File: config.mk
export PLATFORM = sky130hd
export DESIGN_NAME = irq_accept_top
export DESIGN_NICKNAME = d
export VERILOG_FILES = /design/src/rtl/irq_accept_pkg.sv /design/src/rtl/irq_arbiter.sv /design/src/rtl/irq_seq_ctrl.sv /design/src/rtl/irq_datapath.sv /design/src/rtl/irq_accept_top.sv
export SDC_FILE = /design/constraint.sdc
export NUM_CORES = 1
export LEC_CHECK = 0
export ABC_AREA = 1
export BUFFER_PORTS_ARGS = -buffer_cell sky130_fd_sc_hd__buf_2
export CORE_MARGIN = 8
export CORE_UTILIZATION = 35
export DETAILED_ROUTE_END_ITERATION = 8
export MAX_ROUTING_LAYER = met4
export SKIP_CTS_REPAIR_TIMING = 1
export SYNTH_ARGS = -nofsm -noshare
export SYNTH_HDL_FRONTEND = slang
export SYNTH_SLANG_ARGS = --single-unit
File: constraint.sdc
create_clock -name clk -period 4.8 [get_ports clk]
set_input_delay 0.72 -clock clk [delete_from_list [all_inputs] [get_ports clk]]
set_output_delay 0.72 -clock clk [all_outputs]
set_load 0.02 [all_outputs]
File: src/rtl/irq_accept_pkg.sv
`timescale 1ns/1ps
package irq_accept_pkg;

  typedef enum logic [2:0] {
    SEQ_IDLE,
    SEQ_PUSH_ST,
    SEQ_PUSH_PC,
    SEQ_POP_PC,
    SEQ_POP_ST
  } seqState_t;

  // strobes from the sequencer to the datapath
  typedef struct packed {
    logic latchWin;
    logic pushSt;
    logic pushPc;
    logic popPc;
    logic popSt;
  } dpStrobe_t;

endpackage

File: src/rtl/irq_arbiter.sv
`timescale 1ns/1ps
module irq_arbiter #(
  parameter int NUM_DEV = 4,
  parameter int LVL_W   = 3,
  localparam int IDX_W  = (NUM_DEV > 1) ? $clog2(NUM_DEV) : 1
) (
  input  logic [NUM_DEV-1:0]       reqLines,
  input  logic [NUM_DEV*LVL_W-1:0] reqLevels,
  input  logic [LVL_W-1:0]         curLevel,
  output logic                     winValid,
  output logic [IDX_W-1:0]         winIdx,
  output logic [LVL_W-1:0]         winLevel
);

  // scan from the top index down; ">=" lets a lower index take a tie
  always_comb begin
    winValid = 1'b0;
    winIdx   = '0;
    winLevel = '0;
    for (int i = NUM_DEV - 1; i >= 0; i--) begin
      if (reqLines[i] && (reqLevels[i*LVL_W +: LVL_W] > curLevel) &&
          (!winValid || (reqLevels[i*LVL_W +: LVL_W] >= winLevel))) begin
        winValid = 1'b1;
        winIdx   = IDX_W'(i);
        winLevel = reqLevels[i*LVL_W +: LVL_W];
      end
    end
  end

endmodule

File: src/rtl/irq_seq_ctrl.sv
`timescale 1ns/1ps
module irq_seq_ctrl
  import irq_accept_pkg::*;
(
  input  logic      clk,
  input  logic      rst_n,
  input  logic      winValid,
  input  logic      retReq,
  input  logic      stackEmpty,
  output dpStrobe_t strb
);

  seqState_t state, nextState;

  always_ff @(posedge clk) begin
    if (!rst_n) state <= SEQ_IDLE;
    else        state <= nextState;
  end

  always_comb begin
    strb      = '0;
    nextState = state;
    case (state)
      SEQ_IDLE: begin
        if (retReq && !stackEmpty) begin
          nextState = SEQ_POP_PC;
        end else if (winValid) begin
          strb.latchWin = 1'b1;
          nextState     = SEQ_PUSH_ST;
        end
      end
      SEQ_PUSH_ST: begin
        strb.pushSt = 1'b1;
        nextState   = SEQ_PUSH_PC;
      end
      SEQ_PUSH_PC: begin
        strb.pushPc = 1'b1;
        nextState   = SEQ_IDLE;
      end
      SEQ_POP_PC: begin
        strb.popPc = 1'b1;
        nextState  = SEQ_POP_ST;
      end
      SEQ_POP_ST: begin
        strb.popSt = 1'b1;
        nextState  = SEQ_IDLE;
      end
      default: nextState = SEQ_IDLE;
    endcase
  end

endmodule

File: src/rtl/irq_datapath.sv
`timescale 1ns/1ps
module irq_datapath
  import irq_accept_pkg::*;
#(
  parameter int NUM_DEV   = 4,
  parameter int LVL_W     = 3,
  parameter int ADDR_W    = 16,
  parameter int DATA_W    = 16,
  parameter int STACK_TOP = 'h100,
  localparam int IDX_W    = (NUM_DEV > 1) ? $clog2(NUM_DEV) : 1,
  localparam int FLAG_W   = DATA_W - LVL_W
) (
  input  logic                      clk,
  input  logic                      rst_n,
  input  dpStrobe_t                 strb,
  input  logic [IDX_W-1:0]          winIdx,
  input  logic [LVL_W-1:0]          winLevel,
  input  logic [NUM_DEV*ADDR_W-1:0] devVectors,
  input  logic [ADDR_W-1:0]         pcIn,
  input  logic [FLAG_W-1:0]         coreFlags,
  input  logic [DATA_W-1:0]         stkRData,
  output logic                      stackEmpty,
  output logic [NUM_DEV-1:0]        ackOut,
  output logic [ADDR_W-1:0]         vectorOut,
  output logic                      enterPulse,
  output logic [LVL_W-1:0]          curLevel,
  output logic                      stkWe,
  output logic                      stkRe,
  output logic [ADDR_W-1:0]         stkAddr,
  output logic [DATA_W-1:0]         stkWData,
  output logic                      retDone,
  output logic [ADDR_W-1:0]         retPc,
  output logic [DATA_W-1:0]         retStatus
);

  localparam logic [ADDR_W-1:0] TOP_ADDR = ADDR_W'(STACK_TOP);

  logic [ADDR_W-1:0] sp;
  logic [LVL_W-1:0]  pendLevel;

  always_ff @(posedge clk) begin
    if (!rst_n) begin
      sp         <= TOP_ADDR;
      curLevel   <= '0;
      pendLevel  <= '0;
      vectorOut  <= '0;
      ackOut     <= '0;
      enterPulse <= 1'b0;
      retDone    <= 1'b0;
      retPc      <= '0;
      retStatus  <= '0;
    end else begin
      ackOut     <= strb.latchWin ? (NUM_DEV'(1) << winIdx) : '0;
      enterPulse <= strb.pushPc;
      retDone    <= strb.popSt;
      if (strb.latchWin) begin
        vectorOut <= devVectors[int'(winIdx)*ADDR_W +: ADDR_W];
        pendLevel <= winLevel;
      end
      if (strb.pushSt || strb.pushPc) sp <= sp - 1'b1;
      if (strb.popPc  || strb.popSt)  sp <= sp + 1'b1;
      if (strb.pushPc) curLevel <= pendLevel;
      if (strb.popPc)  retPc    <= stkRData[ADDR_W-1:0];
      if (strb.popSt) begin
        retStatus <= stkRData;
        curLevel  <= stkRData[LVL_W-1:0];
      end
    end
  end

  always_comb begin
    stackEmpty = (sp == TOP_ADDR);
    stkWe      = strb.pushSt | strb.pushPc;
    stkRe      = strb.popPc | strb.popSt;
    stkAddr    = stkWe ? (sp - 1'b1) : sp;
    stkWData   = strb.pushSt ? {coreFlags, curLevel} : DATA_W'(pcIn);
  end

endmodule

File: src/rtl/irq_accept_top.sv
`timescale 1ns/1ps
module irq_accept_top
  import irq_accept_pkg::*;
#(
  parameter int NUM_DEV   = 4,
  parameter int LVL_W     = 3,
  parameter int MAX_LEVEL = 4,
  parameter int ADDR_W    = 16,
  parameter int DATA_W    = 16,
  parameter int STACK_TOP = 'h100
) (
  input  logic                      clk,
  input  logic                      rst_n,
  input  logic [NUM_DEV-1:0]        reqLines,
  input  logic [NUM_DEV*LVL_W-1:0]  reqLevels,
  input  logic [NUM_DEV*ADDR_W-1:0] devVectors,
  input  logic [ADDR_W-1:0]         pcIn,
  input  logic [DATA_W-LVL_W-1:0]   coreFlags,
  input  logic                      retReq,
  output logic [NUM_DEV-1:0]        ackOut,
  output logic [ADDR_W-1:0]         vectorOut,
  output logic                      enterPulse,
  output logic [LVL_W-1:0]          curLevel,
  output logic                      stkWe,
  output logic                      stkRe,
  output logic [ADDR_W-1:0]         stkAddr,
  output logic [DATA_W-1:0]         stkWData,
  input  logic [DATA_W-1:0]         stkRData,
  output logic                      retDone,
  output logic [ADDR_W-1:0]         retPc,
  output logic [DATA_W-1:0]         retStatus
);

  localparam int IDX_W = (NUM_DEV > 1) ? $clog2(NUM_DEV) : 1;

  logic             winValid;
  logic [IDX_W-1:0] winIdx;
  logic [LVL_W-1:0] winLevel;
  logic             stackEmpty;
  dpStrobe_t        strb;

  irq_arbiter #(.NUM_DEV(NUM_DEV), .LVL_W(LVL_W)) u_arb (
    .reqLines(reqLines), .reqLevels(reqLevels), .curLevel(curLevel),
    .winValid(winValid), .winIdx(winIdx), .winLevel(winLevel)
  );

  irq_seq_ctrl u_ctrl (
    .clk(clk), .rst_n(rst_n), .winValid(winValid), .retReq(retReq),
    .stackEmpty(stackEmpty), .strb(strb)
  );

  irq_datapath #(
    .NUM_DEV(NUM_DEV), .LVL_W(LVL_W), .ADDR_W(ADDR_W),
    .DATA_W(DATA_W), .STACK_TOP(STACK_TOP)
  ) u_dp (
    .clk(clk), .rst_n(rst_n), .strb(strb), .winIdx(winIdx), .winLevel(winLevel),
    .devVectors(devVectors), .pcIn(pcIn), .coreFlags(coreFlags),
    .stkRData(stkRData), .stackEmpty(stackEmpty), .ackOut(ackOut),
    .vectorOut(vectorOut), .enterPulse(enterPulse), .curLevel(curLevel),
    .stkWe(stkWe), .stkRe(stkRe), .stkAddr(stkAddr), .stkWData(stkWData),
    .retDone(retDone), .retPc(retPc), .retStatus(retStatus)
  );

endmodule

==> impl_metrics.csv, run 1 <==
group,metric,value,unit
synth,synthAdderAreaFrac,0.0539,
detailed_routing,wire_per_inst,14.7,µm
worst_setup_path,crit_fanout,8,
detailed_routing,drt_iter0_markers,315,
die,row_count,45,
grt,grt_pass1_wl,27700,µm
die,start_util,0.355,
worst_setup_path,cp-start-kind,"input pin",
hold_path,hold_path_class,"flip-flop to flip-flop",
cells_and_area,syn_to_final_growth,37.9,%
power,seqPwrFrac,0.249,
clocking,h-tree-depth,3,
detailed_routing,via_count,5835,
place,place_area,6700,µm²
cells_and_area,antenna_cells,0,
place,gp_congestion,0.872,
synth,seq_area_frac_synth,0.296,
synth,synthSimpleGateAreaFrac,0.363,
clocking,clkTransAtPathRegs,70,ps
cells_and_area,seq_area,1580,µm²
cells_and_area,fin_nets,1179,
power,power_switching,1.88,mW
clocking,clock_path_buffers,2,
synth,ys.flop_type,"dfxtp_1",
timing,timing.hold.ws,472,ps
timing,layout_setup_ws,96.1,ps
detailed_routing,vias_per_cell,4.78,
detailed_routing,ant_nets,0,
detailed_routing,wl_met2,8590,µm
cells_and_area,fillCellCount,1578,
job,maxCapViolCount,0,
synth,syn_inst,798,
worst_setup_path,crit_top_cell,"nand2_2",
worst_setup_path,arrival,5000,ps
grt,antenna_found_initial,0,
die,die_h,139,µm
hold_path,holdPathStages,2,
timing,clock_skew,10.8,ps
worst_setup_path,slowest_delay,300,ps
synth,synth_top_family_by_area,"simple AND/OR/NAND/NOR gates",
detailed_routing,wl_met1,8370,µm
synth,synthesis.nets,949,
synth,ys_warn_count,0,
synth,synth_mux_area_frac,0.0295,
die,die-area,19500,µm²
cells_and_area,multi_input_area,3330,µm²
clocking,insertion_delay,340,ps
power,finalPower,3.88,mW
detailed_routing,drc_errors,0,
synth,yosys-top-cells-count,"nand2_1 (131), nor2_1 (118), inv_1 (113)",
synth,synth_top_area_cell,"dfxtp_1",
clocking,cts_tree,"done",
timing,fmax,0.213,GHz
timing,setup_tns,0,ps
worst_setup_path,regToRegSetupSlack,150,ps
synth,avgSynthCellArea,6.69,µm²
grt,overflow,0,
status,outcome,"finished, final reports clean",
detailed_routing,routed_wl,17900,µm
synth,yosysUniqueCellTypes,37,
timing,period_needed,4700,ps
place,io_buffers,218,
synth,synth.most_common_cell,"nand2_1",
place,dp_hpwl,13200,µm
timing,drv_slew,0,
grt,grt_usage,0.177,
detailed_routing,topRoutingLayerUsed,"met4",
timing,min_period_over_period,0.980,
detailed_routing,drt-pass1-iter-count,4,
place,dp_slack,-342,ps
clocking,numCtsBuffers,9,
timing,worst_pin_slew,927,ps
synth,syn-cell-area,5340,µm²
grt,grt_max_degree,47,
power,power.density,528,nW/µm²
cells_and_area,drive_above_1_share,0.356,
cells_and_area,fin_area,7360,µm²
synth,synthXorXnorAreaFrac,0.0377,
power,comb_power_share,0.571,
die,core_area,15000,µm²
power,power_frac_clock,0.180,
clocking,root_buffer,"clkbuf_16",
worst_setup_path,ff2ff_path_depth,35,
clocking,cts_sinks,79,
worst_setup_path,required,5090,ps
detailed_routing,wl_met3,743,µm
synth,ys_ff_latch,79,
power,ir_drop,0.180,mV
power,switching_share,0.484,
worst_setup_path,critical_path_class,"input pin to flip-flop",
die,die_x,139,µm
power,internal_power,2.00,mW
die,ios,219,
timing,hold_viol_final,0,
synth,synth_area_leaders,"dfxtp_1 (30%), nand3_1 (9.3%), nand2_1 (9.2%)",
worst_setup_path,crit_family,"simple AND/OR/NAND/NOR gates",
worst_setup_path,endpoint_kind,"flip-flop",
synth,synth_top_area_share,0.296,
worst_setup_path,cp_num_cells,35,
worst_setup_path,cp_slowest_cell,"ha_1",
timing,slew_headroom,0.381,
worst_setup_path,path_buf_inv,6,
synth,synth-compound-area-share,0.0921,
grt,grt_pass1_vias,5692,
timing,setup_viol,0,
power,p_leak,3.89,nW
synth,synth_edf_count,0,
synth,async_flop_share,0,
==> registers in the layout, indices dropped and copies added (netlist names) <==
name             flops
u_ctrl.state         3
u_dp.ackOut          4
u_dp.curLevel        3
u_dp.enterPulse      1
u_dp.pendLevel       3
u_dp.retDone         1
u_dp.retPc          16
u_dp.retStatus      16
u_dp.sp             16
u_dp.vectorOut      16
==> path summary, 6_finish.rpt <==
check / from / endpoint
min reg2reg: u_dp.retStatus[0]$_SDFFE_PN0P_ / u_dp.retStatus[0]$_SDFFE_PN0P_
min: u_dp.retStatus[0]$_SDFFE_PN0P_ / u_dp.retStatus[0]$_SDFFE_PN0P_
max reg2reg: u_dp.curLevel[1]$_SDFFE_PN0P_ / u_dp.vectorOut[4]$_SDFFE_PN0P_
max: reqLevels[11] / u_dp.vectorOut[4]$_SDFFE_PN0P_
==> layout by cell type (no fill, tap or decap), types with 8 or more instances in the layout <==
cell	netlist	final
inv_2	11	16
a21oi_1	20	17
nand3b_1	20	20
inv_1	113	108
nand3_2	0	14
nand3_1	99	84
nand2_2	5	12
o21ai_0	52	50
nor2_1	118	116
buf_2	5	218
nand2_1	131	124
ha_1	23	17
xor2_1	21	21
mux2_2	14	14
buf_4	10	24
dfxtp_1	79	78
nor2_2	6	8
clkbuf_16	0	11
==> metal layers <==
layer	GRT usage	up-vias
met3	0.0332	15
li1	-	3013
met2	0.298	167
met5	-	-
met4	0.0543	0
met1	0.211	2640
==> per-stage QoR <==
| stage | util | instances |
|---|---|---|
| 5_1_grt | 0.490 | 1221 |
| 3_5_place_dp | 0.446 | 1197 |
| 4_1_cts | 0.466 | 1213 |
| 2_1_floorplan | - | 798 |
| 6_report | 0.490 | 1221 |
| 3_3_place_gp | 0.446 | 1197 |
==> power groups by stage <==
stage | Sequential [mW] | Clock (mW) | Combinational [mW]
after floorplan | 1.07 | 0 | 1.38
after global placement | 0.979 | 0 | 2.07
after detailed placement | 0.978 | 0 | 2.08
after CTS | 0.967 | 0.722 | 2.09
after global routing | 0.990 | 0.740 | 2.47
final | 0.968 | 0.699 | 2.22
==> cell families after synthesis <==
family                   Yosys count
adder cells (fa/ha/maj)           23
XOR/XNOR                          23
AO/OA/AOI/OAI                     92
buffers and inverters            158
AND/OR/NAND/NOR                  409
flip-flops                        79
multiplexers                      14
==> final cells by class <==
class,count,share of cell area
Clock buffer,9,0.0306
Clock inverter,7,0.0102
Inverter,124,0.0632
Multi-Input combinational cell,563,0.453
Sequential cell,79,0.215
Tap cell,188,0.0320
Timing Repair Buffer,251,0.196
==> tightest hold or removal path: stages (launching register included) <==
cell and delay, ps:
dfxtp_1 310, nand2_1 60, a21oi_1 50
Power figures use the tool's default switching activity.
==> run 2: changes to the inputs <==
--- a/config.mk
+++ b/config.mk
@@ -9,8 +9,10 @@
 export BUFFER_PORTS_ARGS = -buffer_cell sky130_fd_sc_hd__buf_2
 export CORE_MARGIN = 8
 export CORE_UTILIZATION = 35
+export CTS_CLUSTER_DIAMETER = 80
 export DETAILED_ROUTE_END_ITERATION = 8
 export MAX_ROUTING_LAYER = met4
+export SETUP_SLACK_MARGIN = 0.4
 export SKIP_CTS_REPAIR_TIMING = 1
 export SYNTH_ARGS = -nofsm -noshare
 export SYNTH_HDL_FRONTEND = slang
==> impl_metrics.csv, run 2 (same netlist as run 1, synthesis figures left out) <==
group,metric,value,unit
clocking,h-tree-depth,3,
detailed_routing,ant_nets,0,
die,start_util,0.355,
grt,overflow,0,
grt,grt_max_degree,47,
place,io_buffers,218,
die,die-area,19500,µm²
clocking,clock_path_buffers,2,
job,maxCapViolCount,0,
timing,slew_headroom,0.337,
timing,layout_setup_ws,209,ps
cells_and_area,most-common-layout-cells,"buf_2 (216), nand2_1 (122), nor2_1 (115)",
grt,grt_usage,0.177,
clocking,cts_sinks,79,
die,row_count,45,
power,p_leak,3.96,nW
cells_and_area,drive_above_1_share,0.382,
worst_setup_path,cp-start-kind,"input pin",
timing,clock_skew,9.02,ps
worst_setup_path,endpoint_kind,"flip-flop",
detailed_routing,via_count,5828,
timing,hold_viol_final,0,
clocking,cts_tree,"done",
clocking,clkTransAtPathRegs,70,ps
place,gp_congestion,0.909,
timing,setup_viol,0,
cells_and_area,fin_nets,1180,
place,dp_slack,-175,ps
place,dp_hpwl,13200,µm
cells_and_area,syn_to_final_growth,41.9,%
timing,rsz0062_at_grt,"true",
clocking,root_buffer,"clkbuf_16",
detailed_routing,drt-pass1-iter-count,4,
worst_setup_path,crit_fanout,8,
detailed_routing,drt_iter0_markers,317,
timing,worst_pin_slew,992,ps
timing,drv_slew,0,
die,ios,219,
worst_setup_path,regToRegSetupSlack,260,ps
die,core_area,15000,µm²
detailed_routing,vias_per_cell,4.77,
worst_setup_path,slowest_delay,300,ps
clocking,numCtsBuffers,9,
grt,grt_pass1_wl,27600,µm
worst_setup_path,critical_path_class,"input pin to flip-flop",
timing,min_period_over_period,0.957,
clocking,insertion_delay,340,ps
worst_setup_path,cp_slowest_cell,"ha_1",
place,place_area,6810,µm²
cells_and_area,fin_area,7570,µm²
status,outcome,"finished, final reports clean",
cells_and_area,final_common_cell,"buf_2",
timing,period_needed,4590,ps
cells_and_area,fin_util,0.504,
die,die_x,139,µm
timing,fmax,0.218,GHz
grt,grt_pass1_vias,5610,
detailed_routing,wire_per_inst,14.7,µm
detailed_routing,drc_errors,0,
power,ir_drop,0.182,mV
power,power.density,526,nW/µm²
grt,antenna_found_initial,1,
hold_path,hold_path_class,"flip-flop to flip-flop",
worst_setup_path,required,5090,ps
detailed_routing,routed_wl,18000,µm
worst_setup_path,arrival,4880,ps
die,die_h,139,µm
run 2: metal layers:
layer | vias up | part of all wire | GRT usage
li1 | 3021 | - | -
met1 | 2609 | 0.45 | 0.211
met2 | 187 | 0.48 | 0.294
met3 | 11 | 0.057 | 0.0458
met4 | 0 | 0.0095 | 0.0376
met5 | - | 0 | -
run 2: final timing paths:
| path | end | depth (start not counted) | start |
|---|---|---|---|
| hold reg to reg | u_dp.retStatus[2]$_SDFFE_PN0P_ | 2 | u_dp.retStatus[2]$_SDFFE_PN0P_ |
| setup reg to reg | u_dp.vectorOut[15]$_SDFFE_PN0P_ | 35 | u_dp.curLevel[1]$_SDFFE_PN0P_ |
| hold / removal | u_dp.retStatus[2]$_SDFFE_PN0P_ | 2 | u_dp.retStatus[2]$_SDFFE_PN0P_ |
| setup / recovery | u_dp.vectorOut[15]$_SDFFE_PN0P_ | 35 | reqLevels[10] |
run 2: final cells by class:
cell class | instances | area [µm²]
antenna | 1 | 2.50
clock buffer | 10 | 229
clock inverter | 6 | 76.3
fill | 1564 | 7460
inverter | 124 | 468
multi-input combinational | 561 | 3480
sequential | 79 | 1590
tap | 188 | 235
timing repair buffer | 254 | 1500
run 2: critical path, delay by kind of cell:
| kind | cells | cell delay [ps] |
|---|---|---|
| buf+inv | 7 | 770 |
| compound gates | 3 | 460 |
| simple gates | 21 | 1920 |
| fa+ha+maj | 4 | 1020 |
run 2: per-stage QoR:
stage | TNS [ps] | std cells | hold WS, ps | total power, mW
6_report | 0 | 1223 | 469 | 3.99
5_1_grt | -236 | 1223 | 492 | 4.30
4_1_cts | 0 | 1212 | 467 | 3.83
3_5_place_dp | -2860 | 1196 | 456 | 3.09
3_3_place_gp | -600 | 1196 | 453 | 3.08
2_1_floorplan | 0 | 798 | 462 | 2.48
run 2: power breakdown:
part           total, mW  leakage (nW)  switching (mW)  internal (mW)
Sequential         0.966         0.646           0.139          0.827
Clock              0.715         0.150           0.303          0.413
Combinational       2.30          3.16            1.45          0.850
Total               3.99          3.96            1.90           2.09
==> run 3: changes to the inputs <==
--- a/config.mk
+++ b/config.mk
@@ -7,7 +7,7 @@
 export LEC_CHECK = 0
 export ABC_AREA = 1
 export BUFFER_PORTS_ARGS = -buffer_cell sky130_fd_sc_hd__buf_2
-export CORE_MARGIN = 8
+export CORE_MARGIN = 2
 export CORE_UTILIZATION = 35
 export CTS_CLUSTER_DIAMETER = 80
 export DETAILED_ROUTE_END_ITERATION = 8
==> constraint.sdc (replaced) <==
create_clock -name clk -period 5.9 [get_ports clk]
set_input_delay 0.885 -clock clk [delete_from_list [all_inputs] [get_ports clk]]
set_output_delay 0.885 -clock clk [all_outputs]
set_load 0.02 [all_outputs]
==> impl_metrics.csv, run 3 (same netlist as run 1, synthesis figures left out) <==
group,metric,value,unit
status,outcome,"finished, final reports clean",
detailed_routing,vias_per_cell,4.72,
die,start_util,0.355,
die,row_count,45,
cells_and_area,antenna_cells,0,
place,dp_slack,245,ps
clocking,numCtsBuffers,9,
detailed_routing,ant_nets,0,
clocking,clock_path_buffers,2,
worst_setup_path,critical_path_class,"input pin to flip-flop",
timing,layout_setup_ws,794,ps
worst_setup_path,cp-start-kind,"input pin",
worst_setup_path,arrival,5340,ps
detailed_routing,drt_iter0_markers,220,
clocking,cts_sinks,79,
detailed_routing,via_count,5656,
clocking,insertion_delay,340,ps
cells_and_area,most-common-layout-cells,"buf_2 (218), nand2_1 (130), nor2_1 (117)",
die,die_h,127,µm
detailed_routing,drc_errors,0,
detailed_routing,drt-pass1-iter-count,5,
clocking,clkTransAtPathRegs,70,ps
job,maxCapViolCount,0,
clocking,h-tree-depth,3,
timing,drv_slew,0,
worst_setup_path,cp_slowest_cell,"ha_1",
cells_and_area,fin_nets,1156,
timing,clock_skew,8.09,ps
grt,grt_pass1_vias,5130,
die,die-area,16300,µm²
die,ios,219,
timing,min_period_over_period,0.865,
die,die_x,127,µm
grt,grt_pass1_wl,24900,µm
detailed_routing,routed_wl,16000,µm
grt,grt_usage,0.195,
cells_and_area,syn_to_final_growth,29.5,%
timing,hold_viol_final,0,
worst_setup_path,required,6140,ps
worst_setup_path,path_buf_inv,6,
clocking,root_buffer,"clkbuf_16",
grt,antenna_found_initial,0,
place,io_buffers,218,
die,core_area,15000,µm²
cells_and_area,final_common_cell,"buf_2",
timing,worst_pin_slew,884,ps
timing,period_needed,5110,ps
timing,rsz0062_at_grt,"false",
timing,setup_viol,0,
power,p_leak,3.73,nW
worst_setup_path,endpoint_kind,"flip-flop",
timing,slew_headroom,0.409,
cells_and_area,drive_above_1_share,0.301,
worst_setup_path,crit_family,"simple AND/OR/NAND/NOR gates",
worst_setup_path,slowest_delay,320,ps
worst_setup_path,crit_top_cell,"nand2_1",
cells_and_area,fin_util,0.460,
place,dp_hpwl,11700,µm
power,ir_drop,0.224,mV
power,power.density,436,nW/µm²
grt,overflow,0,
detailed_routing,wire_per_inst,13.4,µm
timing,fmax,0.196,GHz
timing,setup_tns,0,ps
clocking,cts_tree,"done",
worst_setup_path,crit_fanout,11,
place,gp_congestion,0.882,
grt,grt_max_degree,47,
hold_path,hold_path_class,"flip-flop to flip-flop",
[run 3: cell types whose count changed in the layout (fill, tap and decap cells not counted), moves of 8 or more]
cell,delta
ha_4,-8
ha_1,+8
nand3_1,+30
nand2_1,+8
nand3_2,-26
buf_4,-17
[run 3: final cells by class]
type | instances | area (µm²)
clock buffers | 10 | 229
clock inverters | 6 | 75.1
fillers | 1597 | 8120
inverters | 124 | 468
multi-input cells | 563 | 3130
flip-flops and latches | 79 | 1580
well taps | 188 | 235
repair buffers | 228 | 1200
[run 3: report_power, final]
group          switching (mW)  internal [mW]
clock network           0.249          0.336
logic                    1.08          0.562
registers               0.114          0.672
[run 3: metal layers]
| layer | share of wire | wire [µm] | GRT usage |
|---|---|---|---|
| met2 | 0.46 | 7340 | 0.311 |
| met3 | 0.058 | 930 | 0.0377 |
| met1 | 0.46 | 7350 | 0.247 |
| met5 | 0 | 0 | - |
| met4 | 0.023 | 374 | 0.0685 |
[run 3: worst reg2reg max path, delay by kind of cell (launching register included)]
| kind | cells | cell delay, ps |
|---|---|---|
| AOI/OAI and AO/OA | 6 | 800 |
| adders and majority gates | 4 | 1190 |
| buffers and inverters | 6 | 570 |
| DFF | 1 | 390 |
| and+or+nand+nor | 21 | 1920 |
[run 3: worst paths after layout]
path	to	start	slack, ps	cells after the start
worst min register to register	u_dp.retStatus[2]$_SDFFE_PN0P_	u_dp.retStatus[2]$_SDFFE_PN0P_	470	2
worst min-delay path	u_dp.retStatus[2]$_SDFFE_PN0P_	u_dp.retStatus[2]$_SDFFE_PN0P_	470	2
worst max register to register	u_dp.vectorOut[10]$_SDFFE_PN0P_	u_dp.curLevel[1]$_SDFFE_PN0P_	940	37
worst max-delay path	u_dp.vectorOut[10]$_SDFFE_PN0P_	reqLevels[11]	790	37
[run 3: through the flow]
step | power [mW] | hold slack [ps] | cell area (µm²) | instances
2_1_floorplan | 1.99 | 462 | 5340 | 798
3_3_place_gp | 2.39 | 449 | 6480 | 1174
4_1_cts | 3.00 | 468 | 6780 | 1190
6_report | 3.02 | 467 | 6910 | 1198
5_1_grt | 3.26 | 493 | 6910 | 1198
3_5_place_dp | 2.40 | 458 | 6480 | 1174
